--- src/rtl/console_pkg.sv ---
package console_pkg;
  localparam int STAT_READY_BIT  = 7;
  localparam int STAT_ENABLE_BIT = 6;

  typedef enum logic [1:0] {
    REG_RX_STAT = 2'd0,
    REG_RX_BUF  = 2'd1,
    REG_TX_STAT = 2'd2,
    REG_TX_BUF  = 2'd3
  } reg_sel_e;
endpackage

--- src/rtl/console_rx_chan.sv ---
module console_rx_chan #(
  parameter int CHAR_W = 8
) (
  input  logic              clk,
  input  logic              rst_n,
  input  logic              in_valid,
  input  logic [CHAR_W-1:0] in_char,
  input  logic              buf_rd,
  input  logic              en_wr,
  input  logic              en_val,
  output logic              ready_q,
  output logic              en_q,
  output logic [CHAR_W-1:0] buf_q,
  output logic              irq
);
  logic              ready_d;
  logic              en_d;
  logic [CHAR_W-1:0] buf_d;

  always_comb begin
    ready_d = ready_q;
    en_d    = en_q;
    buf_d   = buf_q;
    if (en_wr) en_d = en_val;
    if (buf_rd) ready_d = 1'b0;
    if (in_valid) begin
      buf_d   = in_char;
      ready_d = 1'b1;
    end
  end

  always_ff @(posedge clk or negedge rst_n) begin
    if (!rst_n) begin
      ready_q <= 1'b0;
      en_q    <= 1'b0;
      buf_q   <= '0;
    end else begin
      ready_q <= ready_d;
      en_q    <= en_d;
      if (in_valid) buf_q <= buf_d;
    end
  end

  assign irq = ready_q & en_q;
endmodule

--- src/rtl/console_tx_chan.sv ---
module console_tx_chan #(
  parameter int CHAR_W = 8,
  parameter int OUT_W  = 7
) (
  input  logic              clk,
  input  logic              rst_n,
  input  logic              load,
  input  logic              load_byte,
  input  logic [CHAR_W-1:0] load_char,
  input  logic              en_wr,
  input  logic              en_val,
  input  logic              out_ready,
  output logic              ready_q,
  output logic              en_q,
  output logic [CHAR_W-1:0] buf_q,
  output logic              out_valid,
  output logic [OUT_W-1:0]  out_char,
  output logic              irq
);
  logic              ready_d;
  logic              en_d;
  logic              pend_q;
  logic              pend_d;
  logic [CHAR_W-1:0] buf_d;
  logic              take;

  assign take = pend_q & out_ready;

  always_comb begin
    ready_d = ready_q;
    en_d    = en_q;
    pend_d  = pend_q;
    buf_d   = buf_q;
    if (en_wr) en_d = en_val;
    if (take) begin
      pend_d  = 1'b0;
      ready_d = 1'b1;
    end
    if (load) begin
      pend_d  = 1'b1;
      ready_d = 1'b0;
      if (load_byte) buf_d = load_char;
    end
  end

  always_ff @(posedge clk or negedge rst_n) begin
    if (!rst_n) begin
      ready_q <= 1'b1;
      en_q    <= 1'b0;
      pend_q  <= 1'b0;
      buf_q   <= '0;
    end else begin
      ready_q <= ready_d;
      en_q    <= en_d;
      pend_q  <= pend_d;
      if (load_byte) buf_q <= buf_d;
    end
  end

  assign out_valid = pend_q;
  assign out_char  = buf_q[OUT_W-1:0];
  assign irq       = ready_q & en_q;
endmodule

--- src/rtl/console_term.sv ---
module console_term #(
  parameter int DATA_W = 16,
  parameter int CHAR_W = 8,
  parameter int OUT_W  = 7
) (
  input  logic              clk,
  input  logic              rst_n,
  input  logic              bus_sel,
  input  logic              bus_wr,
  input  logic [2:0]        bus_addr,
  input  logic [DATA_W-1:0] bus_wdata,
  output logic [DATA_W-1:0] bus_rdata,
  input  logic              rx_valid,
  input  logic [CHAR_W-1:0] rx_data,
  output logic              tx_valid,
  input  logic              tx_ready,
  output logic [OUT_W-1:0]  tx_data,
  output logic              irq_rx,
  output logic              irq_tx
);
  import console_pkg::*;

  localparam int PAD_W = DATA_W - CHAR_W;

  reg_sel_e          sel;
  logic              odd;
  logic              wr_even;
  logic              rx_en_wr;
  logic              tx_en_wr;
  logic              rx_buf_rd;
  logic              tx_load;
  logic              tx_load_byte;
  logic              en_bit;
  logic              rx_done;
  logic              rx_ie;
  logic              tx_done;
  logic              tx_ie;
  logic [CHAR_W-1:0] rx_buf_q;
  logic [CHAR_W-1:0] tx_buf_q;
  logic [DATA_W-1:0] rx_stat;
  logic [DATA_W-1:0] tx_stat;
  logic              unused_wdata;

  assign sel          = reg_sel_e'(bus_addr[2:1]);
  assign odd          = bus_addr[0];
  assign wr_even      = bus_sel & bus_wr & ~odd;
  assign rx_en_wr     = wr_even & (sel == REG_RX_STAT);
  assign tx_en_wr     = wr_even & (sel == REG_TX_STAT);
  assign rx_buf_rd    = bus_sel & ~bus_wr & (sel == REG_RX_BUF);
  assign tx_load      = bus_sel & bus_wr & (sel == REG_TX_BUF);
  assign tx_load_byte = tx_load & ~odd;
  assign en_bit       = bus_wdata[STAT_ENABLE_BIT];
  assign unused_wdata = ^bus_wdata[DATA_W-1:CHAR_W];

  console_rx_chan #(.CHAR_W(CHAR_W)) u_rx (
    .clk      (clk),
    .rst_n    (rst_n),
    .in_valid (rx_valid),
    .in_char  (rx_data),
    .buf_rd   (rx_buf_rd),
    .en_wr    (rx_en_wr),
    .en_val   (en_bit),
    .ready_q  (rx_done),
    .en_q     (rx_ie),
    .buf_q    (rx_buf_q),
    .irq      (irq_rx)
  );

  console_tx_chan #(.CHAR_W(CHAR_W), .OUT_W(OUT_W)) u_tx (
    .clk       (clk),
    .rst_n     (rst_n),
    .load      (tx_load),
    .load_byte (tx_load_byte),
    .load_char (bus_wdata[CHAR_W-1:0]),
    .en_wr     (tx_en_wr),
    .en_val    (en_bit),
    .out_ready (tx_ready),
    .ready_q   (tx_done),
    .en_q      (tx_ie),
    .buf_q     (tx_buf_q),
    .out_valid (tx_valid),
    .out_char  (tx_data),
    .irq       (irq_tx)
  );

  always_comb begin
    rx_stat = '0;
    rx_stat[STAT_READY_BIT]  = rx_done;
    rx_stat[STAT_ENABLE_BIT] = rx_ie;
    tx_stat = '0;
    tx_stat[STAT_READY_BIT]  = tx_done;
    tx_stat[STAT_ENABLE_BIT] = tx_ie;
  end

  always_comb begin
    unique case (sel)
      REG_RX_STAT: bus_rdata = rx_stat;
      REG_RX_BUF:  bus_rdata = {{PAD_W{1'b0}}, rx_buf_q};
      REG_TX_STAT: bus_rdata = tx_stat;
      REG_TX_BUF:  bus_rdata = {{PAD_W{1'b0}}, tx_buf_q};
      default:     bus_rdata = '0;
    endcase
  end
endmodule

--- config.mk ---
export PLATFORM = sky130hd
export DESIGN_NAME = console_term
export DESIGN_NICKNAME = d
export VERILOG_FILES = /design/src/rtl/console_pkg.sv /design/src/rtl/console_rx_chan.sv /design/src/rtl/console_tx_chan.sv /design/src/rtl/console_term.sv
export SDC_FILE = /design/constraint.sdc
export NUM_CORES = 1
export LEC_CHECK = 0
export BUFFER_PORTS_ARGS = -buffer_cell sky130_fd_sc_hd__buf_2
export CAP_MARGIN = 20
export CORE_MARGIN = 2
export CORE_UTILIZATION = 44
export CTS_CLUSTER_DIAMETER = 50
export DETAILED_ROUTE_END_ITERATION = 12
export PLACE_DENSITY = 0.82
export SYNTH_ARGS = -nofsm -noshare
export SYNTH_HDL_FRONTEND = slang
export SYNTH_HIERARCHICAL = 1
export SYNTH_SLANG_ARGS = --single-unit
--- constraint.sdc ---
create_clock -name clk -period 1.3 [get_ports clk]
set_input_delay 0.26 -clock clk [delete_from_list [all_inputs] [get_ports clk]]
set_output_delay 0.26 -clock clk [all_outputs]
set_load 0.02 [all_outputs]
Yosys cells after proc, flatten, opt, wreduce, memory -nomap -nowiden --
Index checks and enable logic that the tools add are counted.
Storage, ports and cells: register bits 21, bits of input ports 33, output and inout bits 26, word-level logic and storage cells 34
Operators by class: eq/ne operators 3, multiplexer cells 7, bitwise logic cells 13, reduce and logical (&&, ||, !) cells 4
Operators by type and width (count):
- case mux 16 bit (4 select lines) | 1
- bitwise AND 1 bit | 11
- two-way mux 1 bit | 6
- == test 2 bit (second input constant) | 2
- nonzero test 2 bit | 2
- == test 2 x 1 -> 1 bit (second input constant) | 1
- zero test 2 bit | 1
- NOT 1 bit | 2
- AND reduction 2 bit | 1

Logic depth before layout (Yosys ltp) --
word-level depth 5, mapped depth 5, mapped depth without buffers 4

By module --
Netlist, hierarchy kept.
By module, submodules not included:
- console_tx_chan | instances 1, cells each 33, area each 469.2 um^2, sequential area each 276.5 um^2
- console_rx_chan | instances 1, cells each 23, area each 411.6 um^2, sequential area each 250.2 um^2
- console_term | instances 1, cells each 34, area each 275.3 um^2, sequential area each 0.0 um^2

Least setup slack after synthesis --
OpenSTA, ideal clock, no wires.
path type input port to flip-flop, from in bus_addr[1], to reg u_tx.buf_q[0], setup time 0.125 ns, arrival time 1.074 ns, required time 1.175 ns, setup slack 0.101 ns, stages on the path 5, buffers on the path 1, cells stage by stage buf_4 -> nand2_1 -> nor2_1 -> nand2_4 -> mux2_2
On the way: word-level cells in the longest chain between the ends 4
RTL lines:
- from (decl) | RTL line console_term.sv:10 | input logic [2:0] bus_addr,
- == test 2 bit * | RTL line console_term.sv:50 | assign tx_load = bus_sel & bus_wr & (sel == REG_TX_BUF);
- bitwise AND 1 bit * | RTL line console_term.sv:50
- named net tx_load | RTL line console_term.sv:31 | logic tx_load;
- bitwise AND 1 bit | RTL line console_term.sv:51 | assign tx_load_byte = tx_load & ~odd;
- AND reduction 2 bit (no line) *
- to (signal assigned) | RTL line console_tx_chan.sv:56 | if (load_byte) buf_q <= buf_d;
- to (decl) | RTL line console_tx_chan.sv:15 | output logic [CHAR_W-1:0] buf_q,
Mark *: on every way through the listed nets, which the timed path passes. The rest lies on a longest branch. A chain may end at the register's enable or synchronous reset.

Worst setup path after layout --
from reg u_tx.buf_q[6], to out bus_rdata[6]
On the way: word-level cells in the longest chain between the ends 1
RTL lines:
- case mux 16 bit (4 select lines) | RTL line console_term.sv:96 | unique case (sel)
- to (decl) | RTL line console_term.sv:12 | output logic [DATA_W-1:0] bus_rdata,
No other way between the ends. The select of a mux whose other input is x is not followed.

==> impl_metrics.ini <==
[outcome]
status = complete, but fails checks
failed_checks = negative setup slack

[timing]
layout_setup_ws_ps = -284.7
clock_skew_ps = 0.07727
period_share_pct = 121.9
setup_viol = 6
slew_viol_final = 0
hold_violations = 0
rsz0062_at_grt = yes
whs_ps = 184.0
finalCriticalPeriod_ps = 1585
clock.fmax_ghz = 0.6310

[die]
die_h_um = 55.26
core_um2 = 2477
num_rows = 18
die_area_um2 = 3054
ioPinCount = 59
die_w_um = 55.26
start_util_pct = 46.67

[synthesis]
ys.flop_type = dfrtp_1
synth.top_cell.area_share_pct = 43.29
yosys.area.top_type = dfrtp_1
synthTopCellsByCount = dfrtp_1 (20), buf_4 (16), mux2_2 (10)
ys_types = 20
yosys_register_bits = 21
postSynth.asyncResetShare_pct = 100.0
seq_area_frac_synth_pct = 45.56
synthMostInstantiatedCell = dfrtp_1
yosys_warnings = 6
syn_inst = 90
netlist_area_um2 = 1156
synthTopCellsByArea = dfrtp_1 (43%), buf_4 (10%), mux2_4 (10%)
postSynthAreaPerCell_um2 = 12.85
synth-edff-count = 0

[final_layout]
nNetsFinal = 179
drive_gt1_share_pct = 63.45
seqCellArea_um2 = 526.8
num-fill-cells = 206
area.growth.synth_to_final_pct = 30.09
antenna_cells = 0
multi_input_area_um2 = 510.5

[cts]
path_clk_slew_ps = 120
cts_tree = yes
numCtsBuffers = 3
clk_latency_ps = 300
root_buffer = clkbuf_4
htreeDepth = 1
clkSinkCount = 21
clockBufferDepth = 2

[critical_path]
worstPathCellList = mux4_2, buf_6
crit_family = multiplexers
crit_type = flop to output port
worst-path-buf-inv = 1
startpoint_type = flop
slowest_stage = mux4_2
setup.worst_path.end_class = output port
cp.arrival_ps = 1320
worst-path-max-fanout = 2
max_stage_delay_ps = 480
crit_required_ps = 1040

[global_routing]
grt_pass1_vias = 840
antenna_found_initial = 0
use_met2_pct = 29.08
track_usage_pct = 15.13
grt_pass1_wl_um = 3712
top_usage_layer = met2
globalRouteOverflowTotal = 0
grt_start_max_net_pins = 22
use_met3_pct = 2.342
grt_use_met1_pct = 17.02

[min_path]
min_path_type = primary input to flop

[pwr]
cellPowerDensity_nw_per_um2 = 1006
clock_power_share_pct = 20.7
p_int_mw = 1.077
p_seq_share_pct = 50.2
peakVddDrop_v = 0.0006645
p_leak_nw = 0.8382
switchingPower_mw = 0.4358
power_frac_comb_pct = 29.0
swShare_pct = 28.81

[place]
place_congestion = 0.7152
pre_cts_slack_ps = -109.6
dp_hpwl_um = 1734
io_buffers = 42

[routing]
via_per_inst = 4.720
drc = 0
drt-wirelength-per-cell_um = 13.46
ant_nets = 0
drt-pass1-iter-count = 2
routed_wl_um = 2356
dr_total_vias = 826
drtIter0Drc = 7

[flow_run]
drv_cap = 0
-- layout by cell type, fill, tap and decap left out, drive strengths merged --
cell type and count:
dlygate4sd3 1, buf 61, a21oi 1, clkbuf 3
a21o 2, nor2b 6, nand2 5, dfstp 1
nor2 2, clkinv 1, nor3 2, and2 2
inv 2, mux2i 6, nor4 1, conb 8
nor4b 1, mux2 18, dfrtp 20, mux4 2
-- metal layers --
layer | vias up | wire [um]
met5 | - | 0
met4 | 0 | 10
met3 | 2 | 115
met2 | 26 | 1323
met1 | 403 | 906
li1 | 395 | -
-- logic make-up after synthesis --
family	Yosys count	share of synthesized area (%)
AOI/OAI and AO/OA	3	1.948
DFF	21	45.56
buffers and inverters	20	12.99
muxes	26	29.22
and+or+nand+nor	19	9.957
other	1	0.3244
-- stage by stage --
stage / setup TNS [ps] / cells / cell area [um^2] / utilization [%] / power [mW]
floorplan: 0 / 97 / 1182 / - / 1.026
global placement: -534.1 / 158 / 1340 / 54.09 / 1.114
detailed placement: -1033 / 158 / 1340 / 54.09 / 1.128
CTS: -812.1 / 173 / 1474 / 59.49 / 1.498
global route: -1254 / 175 / 1504 / 60.71 / 1.590
finish: -738.7 / 175 / 1504 / 60.71 / 1.513
-- flip-flops by register name (all words and copies together) (netlist names) --
name,cells
u_rx/en_q,1
u_tx/en_q,1
u_tx/out_valid,1
u_rx/buf_q,8
u_tx/buf_q,8
u_rx/ready_q,1
u_tx/ready_q,1
-- cell type report --
| class | count | area share, % |
|---|---|---|
| clock inverters | 1 | 0.3328 |
| clock buffers | 3 | 1.498 |
| repair buffers | 62 | 26.21 |
| flip-flops and latches | 21 | 35.03 |
| well taps | 30 | 2.496 |
| multi-input cells | 56 | 33.94 |
| inverters | 2 | 0.4992 |
-- power by group through the flow --
stage          Clock (mW)  Combinational (mW)  Sequential [mW]
3_3_place_gp            0               0.346            0.769
3_5_place_dp            0               0.354            0.773
6_report            0.313               0.439            0.760
2_1_floorplan           0               0.266            0.760
4_1_cts             0.324               0.416            0.758
5_1_grt             0.357               0.467            0.766
-- path summary, 6_finish.rpt --
kind	from	to	slack, ps	depth (start not counted)
max	u_tx/buf_q[6]$_DFFE_PN0P_	bus_rdata[6]	-280	2
min	bus_wdata[7]	u_tx/buf_q[7]$_DFFE_PN0P_	180	2
max reg2reg	u_rx/buf_q[3]$_DFFE_PN0P_	u_rx/buf_q[3]$_DFFE_PN0P_	260	3
min reg2reg	u_tx/out_valid$_DFFE_PN0P_	u_tx/out_valid$_DFFE_PN0P_	520	1
max in group asynchronous	rst_n	u_tx/ready_q$_DFFE_PN1P_	510	2
min in group asynchronous	rst_n	u_tx/en_q$_DFFE_PN0P_	440	2
-- timing repair --
action / 4_1_cts / 5_1_grt
hold buffers: 1 / 0
hold endpoints to repair: 20 / 0
setup buffers: 10 / 2
pin swaps: 1 / 0
gates resized for setup: 7 / 5
setup endpoints to repair: 9 / 10
No activity file was read; power rests on OpenSTA's default activity.
